File: config.mk
export PLATFORM = sky130hd
export DESIGN_NAME = nco_channel
export DESIGN_NICKNAME = d
export VERILOG_FILES = /design/src/rtl/nco_pkg.sv /design/src/rtl/nco_regs.sv /design/src/rtl/nco_phase_acc.sv /design/src/rtl/nco_period_fsm.sv /design/src/rtl/nco_channel.sv
export SDC_FILE = /design/constraint.sdc
export NUM_CORES = 1
export LEC_CHECK = 0
export CAP_MARGIN = 10
export CORE_ASPECT_RATIO = 0.5
export CORE_MARGIN = 1.5
export CORE_UTILIZATION = 45
export DETAILED_ROUTE_END_ITERATION = 6
export PLACE_DENSITY = 0.65
export SLEW_MARGIN = 25
export SYNTH_ARGS = -nofsm -noshare
export SYNTH_HDL_FRONTEND = slang
export SYNTH_HIERARCHICAL = 1
export SYNTH_SLANG_ARGS = --single-unit
File: constraint.sdc
create_clock -name clk -period 4 [get_ports clk]
set_input_delay 1.2 -clock clk [delete_from_list [all_inputs] [get_ports clk]]
set_output_delay 1.2 -clock clk [all_outputs]
set_load 0.03 [all_outputs]
File: src/rtl/nco_pkg.sv
package nco_pkg;

    // byte offsets of the channel registers
    localparam int OFS_CTRL    = 0;
    localparam int OFS_DIV     = 4;
    localparam int OFS_INC_UP  = 8;
    localparam int OFS_INC_DN  = 12;
    localparam int OFS_SEED    = 16;

    typedef enum logic [2:0] {
        SEL_NONE,
        SEL_CTRL,
        SEL_DIV,
        SEL_INC_UP,
        SEL_INC_DN,
        SEL_SEED
    } reg_sel_e;

    typedef enum logic [2:0] {
        ST_IDLE,
        ST_HI_WALK,
        ST_HI_PAD,
        ST_HI_TAIL,
        ST_LO_WALK,
        ST_LO_PAD,
        ST_LO_TAIL
    } nco_state_e;

endpackage

File: src/rtl/nco_regs.sv
module nco_regs
    import nco_pkg::*;
#(
    parameter int          ADDR_W     = 5,
    parameter int          DATA_W     = 32,
    parameter int          LFSR_W     = 11,
    parameter int          FINE_W     = 2,
    parameter int          EN_BIT     = 31,
    parameter logic [31:0] SEED_RESET = 32'h8000_0000
) (
    input  logic                clk,
    input  logic                rst_n,
    input  logic                wr_en,
    input  logic [ADDR_W-1:0]   addr,
    input  logic [DATA_W-1:0]   wdata,
    output logic [DATA_W-1:0]   rdata,
    output logic                en,
    output logic [LFSR_W-1:0]   div_state,
    output logic [FINE_W-1:0]   div_fine,
    output logic [DATA_W-1:0]   inc_up,
    output logic [DATA_W-1:0]   inc_dn,
    output logic [DATA_W-1:0]   seed
);

    localparam int DIV_W = LFSR_W + FINE_W;

    reg_sel_e           sel;
    logic               en_q;
    logic [DIV_W-1:0]   div_q;
    logic [DATA_W-1:0]  up_q, dn_q, seed_q;

    always_comb begin
        if (addr == ADDR_W'(OFS_CTRL))
            sel = SEL_CTRL;
        else if (addr == ADDR_W'(OFS_DIV))
            sel = SEL_DIV;
        else if (addr == ADDR_W'(OFS_INC_UP))
            sel = SEL_INC_UP;
        else if (addr == ADDR_W'(OFS_INC_DN))
            sel = SEL_INC_DN;
        else if (addr == ADDR_W'(OFS_SEED))
            sel = SEL_SEED;
        else
            sel = SEL_NONE;
    end

    always_ff @(posedge clk or negedge rst_n) begin
        if (!rst_n) begin
            en_q   <= 1'b0;
            div_q  <= '0;
            up_q   <= '0;
            dn_q   <= '0;
            seed_q <= DATA_W'(SEED_RESET);
        end else if (wr_en) begin
            unique case (sel)
                SEL_CTRL:   en_q   <= wdata[EN_BIT];
                SEL_DIV:    div_q  <= wdata[DIV_W-1:0];
                SEL_INC_UP: up_q   <= wdata;
                SEL_INC_DN: dn_q   <= wdata;
                SEL_SEED:   seed_q <= wdata;
                default:    ;
            endcase
        end
    end

    always_comb begin
        rdata = '0;
        unique case (sel)
            SEL_CTRL:   rdata[EN_BIT]      = en_q;
            SEL_DIV:    rdata[DIV_W-1:0]   = div_q;
            SEL_INC_UP: rdata              = up_q;
            SEL_INC_DN: rdata              = dn_q;
            SEL_SEED:   rdata              = seed_q;
            default:    rdata              = '0;
        endcase
    end

    assign en        = en_q;
    assign div_state = div_q[DIV_W-1:FINE_W];
    assign div_fine  = div_q[FINE_W-1:0];
    assign inc_up    = up_q;
    assign inc_dn    = dn_q;
    assign seed      = seed_q;

endmodule

File: src/rtl/nco_phase_acc.sv
module nco_phase_acc #(
    parameter int ACC_W = 32
) (
    input  logic              clk,
    input  logic              rst_n,
    input  logic              load,
    input  logic              capture,
    input  logic              step,
    input  logic [ACC_W-1:0]  seed,
    input  logic [ACC_W-1:0]  inc_up,
    input  logic [ACC_W-1:0]  inc_dn,
    output logic [ACC_W-1:0]  acc,
    output logic [ACC_W-1:0]  up_act,
    output logic [ACC_W-1:0]  dn_act,
    output logic              sum_msb
);

    localparam int MSB = ACC_W - 1;

    logic [ACC_W-1:0] acc_q, up_q, dn_q, sum;

    // value the accumulator takes at the end of the running period
    assign sum     = acc_q + (acc_q[MSB] ? dn_q : up_q);
    assign sum_msb = sum[MSB];

    always_ff @(posedge clk or negedge rst_n) begin
        if (!rst_n) begin
            acc_q <= '0;
            up_q  <= '0;
            dn_q  <= '0;
        end else begin
            if (capture) begin
                up_q <= inc_up;
                dn_q <= inc_dn;
            end
            if (load)
                acc_q <= seed;
            else if (step)
                acc_q <= sum;
        end
    end

    assign acc    = acc_q;
    assign up_act = up_q;
    assign dn_act = dn_q;

endmodule

File: src/rtl/nco_period_fsm.sv
module nco_period_fsm
    import nco_pkg::*;
#(
    parameter int LFSR_W      = 11,
    parameter int FINE_W      = 2,
    parameter int LFSR_POLY   = 'hA01,
    parameter int COARSE_BASE = 2
) (
    input  logic               clk,
    input  logic               rst_n,
    input  logic               en,
    input  logic [LFSR_W-1:0]  div_state,
    input  logic [FINE_W-1:0]  div_fine,
    input  logic               long_fresh,
    input  logic               long_next,
    output logic               start_fresh,
    output logic               per_begin,
    output logic               per_end,
    output logic               clk_out
);

    localparam int               PAD_TICKS = 2 * COARSE_BASE;
    localparam int               EXT_W     = FINE_W + 1;
    localparam int               CNT_W     = $clog2(PAD_TICKS + (1 << FINE_W) + 1);
    localparam logic [LFSR_W-1:0] TAP      = LFSR_W'(LFSR_POLY >> 1);
    localparam logic [LFSR_W-1:0] TERM     = '1;

    function automatic logic [LFSR_W-1:0] lfsr_next(input logic [LFSR_W-1:0] s);
        lfsr_next = s[0] ? ((s >> 1) ^ TAP) : (s >> 1);
    endfunction

    function automatic nco_state_e half_entry(input logic hi, input logic [LFSR_W-1:0] s);
        if (s == '0)
            half_entry = hi ? ST_HI_PAD : ST_LO_PAD;
        else
            half_entry = hi ? ST_HI_WALK : ST_LO_WALK;
    endfunction

    nco_state_e         st_q, st_n;
    logic [LFSR_W-1:0]  lfsr_q, lfsr_n, hold_q, hold_n;
    logic [CNT_W-1:0]   cnt_q, cnt_n;
    logic               pair_q, pair_n;
    logic [EXT_W-1:0]   ehi_q, ehi_n, elo_q, elo_n;
    logic               fresh, wrap, go_lo;
    logic               out_q;

    // extra ticks of the coming period, split between the two halves
    logic               long_sel;
    logic [EXT_W-1:0]   ext_all, ext_hi, ext_lo;
    assign long_sel = (st_q == ST_IDLE) ? long_fresh : long_next;
    assign ext_all  = EXT_W'(div_fine) + EXT_W'(long_sel);
    assign ext_hi   = ext_all >> 1;
    assign ext_lo   = ext_all - ext_hi;

    always_comb begin
        st_n   = st_q;
        lfsr_n = lfsr_q;
        hold_n = hold_q;
        cnt_n  = cnt_q;
        pair_n = pair_q;
        ehi_n  = ehi_q;
        elo_n  = elo_q;
        fresh  = 1'b0;
        wrap   = 1'b0;
        go_lo  = 1'b0;

        unique case (st_q)
            ST_IDLE: begin
                if (en)
                    fresh = 1'b1;
            end
            ST_HI_WALK, ST_LO_WALK: begin
                if (pair_q) begin
                    if (lfsr_q == TERM) begin
                        st_n  = (st_q == ST_HI_WALK) ? ST_HI_PAD : ST_LO_PAD;
                        cnt_n = CNT_W'(PAD_TICKS - 1);
                    end else begin
                        lfsr_n = lfsr_next(lfsr_q);
                        pair_n = 1'b0;
                    end
                end else begin
                    pair_n = 1'b1;
                end
            end
            ST_HI_PAD: begin
                if (cnt_q == '0) begin
                    if (ehi_q == '0)
                        go_lo = 1'b1;
                    else begin
                        st_n  = ST_HI_TAIL;
                        cnt_n = CNT_W'(ehi_q) - 1'b1;
                    end
                end else
                    cnt_n = cnt_q - 1'b1;
            end
            ST_HI_TAIL: begin
                if (cnt_q == '0)
                    go_lo = 1'b1;
                else
                    cnt_n = cnt_q - 1'b1;
            end
            ST_LO_PAD: begin
                if (cnt_q == '0) begin
                    if (elo_q == '0)
                        wrap = 1'b1;
                    else begin
                        st_n  = ST_LO_TAIL;
                        cnt_n = CNT_W'(elo_q) - 1'b1;
                    end
                end else
                    cnt_n = cnt_q - 1'b1;
            end
            ST_LO_TAIL: begin
                if (cnt_q == '0)
                    wrap = 1'b1;
                else
                    cnt_n = cnt_q - 1'b1;
            end
            default: st_n = ST_IDLE;
        endcase

        if (go_lo) begin
            st_n   = half_entry(1'b0, hold_q);
            lfsr_n = hold_q;
            pair_n = 1'b0;
            cnt_n  = CNT_W'(PAD_TICKS - 1);
        end

        if (fresh || wrap) begin
            st_n   = half_entry(1'b1, div_state);
            lfsr_n = div_state;
            hold_n = div_state;
            pair_n = 1'b0;
            cnt_n  = CNT_W'(PAD_TICKS - 1);
            ehi_n  = ext_hi;
            elo_n  = ext_lo;
        end

        if (!en) begin
            st_n  = ST_IDLE;
            fresh = 1'b0;
            wrap  = 1'b0;
        end
    end

    // state register
    always_ff @(posedge clk or negedge rst_n) begin
        if (!rst_n) begin
            st_q   <= ST_IDLE;
            lfsr_q <= '0;
            hold_q <= '0;
            cnt_q  <= '0;
            pair_q <= 1'b0;
            ehi_q  <= '0;
            elo_q  <= '0;
        end else begin
            st_q   <= st_n;
            lfsr_q <= lfsr_n;
            hold_q <= hold_n;
            cnt_q  <= cnt_n;
            pair_q <= pair_n;
            ehi_q  <= ehi_n;
            elo_q  <= elo_n;
        end
    end

    // output register: high in every state of the first half
    always_ff @(posedge clk or negedge rst_n) begin
        if (!rst_n)
            out_q <= 1'b0;
        else
            out_q <= (st_n == ST_HI_WALK) || (st_n == ST_HI_PAD) || (st_n == ST_HI_TAIL);
    end

    assign clk_out     = out_q;
    assign start_fresh = fresh;
    assign per_begin   = fresh | wrap;
    assign per_end     = wrap;

endmodule

File: src/rtl/nco_channel.sv
module nco_channel #(
    parameter int          ADDR_W      = 5,
    parameter int          ACC_W       = 32,
    parameter int          LFSR_W      = 11,
    parameter int          FINE_W      = 2,
    parameter int          LFSR_POLY   = 'hA01,
    parameter int          COARSE_BASE = 2,
    parameter int          EN_BIT      = 31,
    parameter logic [31:0] SEED_RESET  = 32'h8000_0000
) (
    input  logic               clk,
    input  logic               rst_n,
    input  logic               reg_wr,
    input  logic [ADDR_W-1:0]  reg_addr,
    input  logic [ACC_W-1:0]   reg_wdata,
    output logic [ACC_W-1:0]   reg_rdata,
    output logic               clk_out
);

    logic               ch_en;
    logic [LFSR_W-1:0]  div_state;
    logic [FINE_W-1:0]  div_fine;
    logic [ACC_W-1:0]   inc_up, inc_dn, seed;
    logic [ACC_W-1:0]   acc, up_act, dn_act;
    logic               sum_msb;
    logic               start_fresh, per_begin, per_end;

    nco_regs #(
        .ADDR_W     (ADDR_W),
        .DATA_W     (ACC_W),
        .LFSR_W     (LFSR_W),
        .FINE_W     (FINE_W),
        .EN_BIT     (EN_BIT),
        .SEED_RESET (SEED_RESET)
    ) u_regs (
        .clk       (clk),
        .rst_n     (rst_n),
        .wr_en     (reg_wr),
        .addr      (reg_addr),
        .wdata     (reg_wdata),
        .rdata     (reg_rdata),
        .en        (ch_en),
        .div_state (div_state),
        .div_fine  (div_fine),
        .inc_up    (inc_up),
        .inc_dn    (inc_dn),
        .seed      (seed)
    );

    nco_phase_acc #(
        .ACC_W (ACC_W)
    ) u_acc (
        .clk     (clk),
        .rst_n   (rst_n),
        .load    (start_fresh),
        .capture (per_begin),
        .step    (per_end),
        .seed    (seed),
        .inc_up  (inc_up),
        .inc_dn  (inc_dn),
        .acc     (acc),
        .up_act  (up_act),
        .dn_act  (dn_act),
        .sum_msb (sum_msb)
    );

    nco_period_fsm #(
        .LFSR_W      (LFSR_W),
        .FINE_W      (FINE_W),
        .LFSR_POLY   (LFSR_POLY),
        .COARSE_BASE (COARSE_BASE)
    ) u_fsm (
        .clk         (clk),
        .rst_n       (rst_n),
        .en          (ch_en),
        .div_state   (div_state),
        .div_fine    (div_fine),
        .long_fresh  (seed[ACC_W-1]),
        .long_next   (sum_msb),
        .start_fresh (start_fresh),
        .per_begin   (per_begin),
        .per_end     (per_end),
        .clk_out     (clk_out)
    );

endmodule

# Word-level counts from Yosys, hierarchy flattened
# Cells that the tools add are included.
# op_classes
bitwise_logic	2
n_eq_ne	25
reduce_logical	24
addsub	6
muxes	57
# ops
operator	count
32-bit 2-to-1 mux	3
11-bit 2-to-1 mux	6
18-bit one-hot mux with 3 select lines	1
13-bit one-hot mux with 4 select lines	1
3-bit 2-to-1 mux	15
4-bit 2-to-1 mux	9
32-bit adder	1
11-bit zero test	2
3-bit by 2-bit equality test with 1-bit output, second input constant	6
1-bit 2-to-1 mux	16
4-bit one-hot mux with 4 select lines	1
3-bit equality test, second input constant	5
3-bit one-hot mux with 4 select lines	1
11-bit equality test, second input constant	1
5-bit by 4-bit equality test with 1-bit output, second input constant	2
5-bit by 4-bit != test with 1-bit output, second input constant	2
2-bit AND reduction	5
3-bit by 1-bit equality test with 1-bit output, second input constant	3
3-bit zero test	3
4-bit by 1-bit != test with 1-bit output, second input constant	2
6-bit AND reduction	1
3-bit nonzero test	2
6-bit nonzero test	1
5-bit by 3-bit equality test with 1-bit output, second input constant	1
other kinds (20)	24
# word_totals
word_cells	130
register_bits	242
in_bits	40

# Logic depth before layout (Yosys ltp)
# logic_depth
ltp_word	11
mapped_depth	18
mapped_depth_nobuf	15

# Hierarchy
# Netlist, hierarchy kept.
# modules_own_cells
mod	area_per_inst_um2	seq_area_each_um2	instances	cells_each
nco_phase_acc	5776.8	2402.3	1	542
nco_regs	4902.2	2753.9	1	338
nco_period_fsm	2406.1	875.8	1	251

# Worst setup path before layout
# OpenSTA, ideal clock, no wires.
# synth_path
path_type	flip-flop to flip-flop
start	register u_acc.acc_q[31] (netlist: u_acc/acc[31])
end	register u_fsm.elo_q[0]
setup_slack_ns	-0.185
arrival_time_ns	4.062
required_time_ns	3.877
period_less_slack_ns	4.185
stages_incl_launch_ff	18
setup_time_ns	0.123
cell_sequence	dfrtp_1 -> clkbuf_1 -> clkbuf_1 -> mux2_2 -> ha_1 -> buf_2 -> nand4_1 -> o221ai_1 -> a31oi_4 -> o21ai_4 -> a2111oi_2 -> or3_1 -> and2_1 -> mux2_2 -> ha_1 -> inv_1 -> fa_1 -> a21oi_1
# synth_between
elab_chain_cells	5
# synth_rtl
item	line_no	rtl
start: declaration	nco_phase_acc.sv:20	logic [ACC_W-1:0] acc_q, up_q, dn_q, sum;
start signal: assignment	nco_phase_acc.sv:39	acc_q <= sum;
32-bit 2-to-1 mux	nco_phase_acc.sv:23	assign sum = acc_q + (acc_q[MSB] ? dn_q : up_q);
32-bit adder *	nco_phase_acc.sv:23	
net sum_msb	nco_channel.sv:25	logic sum_msb;
1-bit 2-to-1 mux *	nco_period_fsm.sv:50	assign long_sel = (st_q == ST_IDLE) ? long_fresh : long_next;
2-bit by 1-bit adder with 3-bit output *	nco_period_fsm.sv:51	assign ext_all = EXT_W'(div_fine) + EXT_W'(long_sel);
3-bit by 2-bit subtractor with 3-bit output *	nco_period_fsm.sv:53	assign ext_lo = ext_all - ext_hi;
end signal: assignment	nco_period_fsm.sv:163	elo_q <= elo_n;
end: declaration	nco_period_fsm.sv:43	logic [EXT_W-1:0] ehi_q, ehi_n, elo_q, elo_n;
# Mark *: on every way through the listed nets, which the timed path passes. The rest lies on a longest branch.
# A chain may end at the register's enable or synchronous reset.

# Worst setup path after layout
# Same ends and word-level chain as after synthesis.

==> impl_metrics.ini <==
[timing]
fmax_ghz = 0.248
setup_tns_ps = -26.3
period_needed_ps = 4030
fin_worst_hold_slack_ps = 501
tightest_slew_ps = 833
worst_slew_margin_rel = 0.445
slew_viol_final = 0
skew_ps = 10.2
fin_crit_sh = 1.01
setup_ws_ps = -26.3
finalHoldViolations = 0
setup_violations = 1
rsz0062_at_grt = true

[detailed_routing]
ant_nets = 0
drt_first_pass_iters = 5
drt_iter0_drc = 625
drcViolationCount = 0
routedWlPerCell_um = 19.8
post_drt_via_cell_ratio = 5.73
drt-total-wl_mm = 32.7
vias = 9465

[layout]
n_antenna_cell = 0
finalNonFillerCells = 1651
drive_above_1_share = 0.333
fin_nets = 1336
syn_to_final_growth_pct = 22.2
final.fill_count = 2336
fin_area_sq_um = 16000

[placement]
port_buffers = 72
dp_hpwl_mm = 22.7
dp_cells = 1605
finalWeightedCongestion = 0.867
postPlaceCellArea_sq_um = 14800

[power]
p_leak_nw = 7.27
power_mw = 10.9
vdd_drop_max_uv = 332
powerDensity_nw_per_um2 = 682

[clocking]
cts_root_buffer = clkbuf_16
cts_tree = done
cts_num_sinks = 241
clockBufferDepth = 3
cts_buffers = 23
cts_max_level = 1
clock_latency_ps = 520
path_clk_slew_ps = 70
cts_hold_buf = 0

[worst_setup_path]
timing_worst_setup_path_type = reg2reg
critPathTopFamily = adder cells
cpMaxStageDelayCell = fa_1
path_max_fanout = 8
cp_data_required_time_ps = 4380
critPathArrivalTime_ps = 4410
worst-path-buf-inv = 3
slowest_delay_ps = 470
start_kind = flip-flop
path_cells = buf_4 > buf_8 > mux2_2 > ha_1 > nand4_1 > o221ai_2 > a31oi_4 > o21ai_4 > a2111oi_4 > or3_1 > and2_4 > mux2_4 > ha_4 > inv_2 > fa_1 > a21oi_1
end_kind = flip-flop

[hold_path]
hold_path_class = reg2reg

[synthesis]
yosysTopAreaCell = dfrtp_1
ys_seq_elements = 241
syn_area_per_cell_sq_um = 11.6
synth_top_cells_by_count = 240 x dfrtp_1, 193 x mux2_2, 85 x nand2_1
synthTopCellsByArea = dfrtp_1 46%, mux2_2 17%, ha_1 3.6%
syn_inst = 1131
syn_area_sq_um = 13100
synth.distinct_cells = 78
synth_most_common_cell = dfrtp_1
synth_edf_count = 0
yosys_warnings = 6
synth_top_area_share = 0.459
synth_nets = 1211
ys_seq_area_frac = 0.461
synth_ff_type = dfrtp_1
async_flop_share = 1.00

[floorplanning]
fp.dieH_um = 124
ioPinCount = 73
dieArea_sq_um = 30200
start_util = 0.465
rows = 43
core_sq_um = 28100
die_w_um = 244

[global_route]
grt_overflow = 0
grtUsageTotal = 0.221
antenna_found_initial = 0
grt_max_degree = 109
grt_pass1_vias = 9686
grt_first_pass_wirelength_mm = 53.2

[status]
status = finished with violations
violations = negative setup slack

[job]
cap_violations = 0
-- layout by cell type (no fill, tap or decap), drive strengths merged, types with 19 or more instances in the layout --
cell	Yosys	final
clkdlybuf4s50	0	34
o21ai	61	61
nor2	33	33
mux2i	32	32
ha	38	38
xnor2	22	22
dfrtp	240	240
nand3	23	23
mux2	237	237
nand2	85	85
buf	35	128
a21oi	41	41
and3	19	19
clkbuf	32	32
inv	22	22
-- power breakdown --
group	switching, mW	internal [mW]	leakage, nW
logic	2.36	2.60	3.81
registers	0.582	3.20	3.09
clock network	0.941	1.23	0.360
-- stage by stage --
step | setup WS (ps) | utilization
floorplan | 63.6 | -
global placement | -215 | 0.528
detailed placement | -241 | 0.528
CTS | 5.75 | 0.560
global route | -133 | 0.568
finish | -26.3 | 0.568
-- area by class of cell --
type                    instances  area [sq um]  share of cell area
inverters                      23          86.3             0.00540
well taps                     382           478              0.0299
repair buffers                167          1700               0.106
clock inverters                 6          61.3             0.00383
clock buffers                  32           669              0.0418
multi-input cells             800          6970               0.436
flip-flops and latches        241          6030               0.377
-- sequential cells by signal (all words and copies together), names as in the netlist --
| signal | flops |
|---|---|
| u_regs/div_q | 13 |
| u_fsm/cnt_q | 4 |
| u_fsm/lfsr_q | 11 |
| u_acc/dn_act | 32 |
| u_fsm/pair_q | 1 |
| u_fsm/clk_out | 1 |
| u_acc/acc | 32 |
| u_fsm/ehi_q | 2 |
| u_regs/inc_up | 32 |
| u_regs/inc_dn | 32 |
| u_regs/en | 1 |
| u_fsm/hold_q | 11 |
| u_fsm/elo_q | 2 |
| u_regs/seed | 32 |
| u_acc/up_act | 32 |
| u_fsm/st_q | 3 |
-- timing repair --
action	CTS	global route
pin swaps	6	15
setup buffers	1	7
gates cloned	0	0
gates resized for setup	33	27
endpoints found under the setup margin	34	3
-- cell families after synthesis --
logic type | after synthesis | synth area share
and+or+nand+nor | 224 | 0.0872
adders and majority gates | 40 | 0.0394
AOI/OAI and AO/OA | 241 | 0.132
muxes | 269 | 0.231
xor gates and xnor gates | 26 | 0.0174
DFF | 241 | 0.461
buffers and inverters | 90 | 0.0319
-- per-layer routing --
layer | share of wire | GRT usage | up-vias
met5 | 0 | 0 | -
met4 | 0.015 | 0.0370 | 0
met3 | 0.039 | 0.0267 | 35
met2 | 0.47 | 0.379 | 182
met1 | 0.48 | 0.308 | 4820
li1 | - | - | 4428
-- final timing paths --
| check | from | to | slack [ps] | depth (start not counted) |
|---|---|---|---|---|
| max in group asynchronous | rst_n | u_acc/acc[1]$_DFFE_PN0P_ | 2430 | 2 |
| max | u_acc/acc[31]$_DFFE_PN0P_ | u_fsm/elo_q[0]$_DFFE_PN0P_ | -30 | 16 |
| min reg2reg | u_acc/up_act[22]$_DFFE_PN0P_ | u_acc/up_act[22]$_DFFE_PN0P_ | 500 | 1 |
| max reg2reg | u_acc/acc[31]$_DFFE_PN0P_ | u_fsm/elo_q[0]$_DFFE_PN0P_ | -30 | 16 |
| min | u_acc/up_act[22]$_DFFE_PN0P_ | u_acc/up_act[22]$_DFFE_PN0P_ | 500 | 1 |
| min in group asynchronous | rst_n | u_regs/seed[18]$_DFFE_PN0P_ | 720 | 1 |
(Power assumes the default switching activity.)
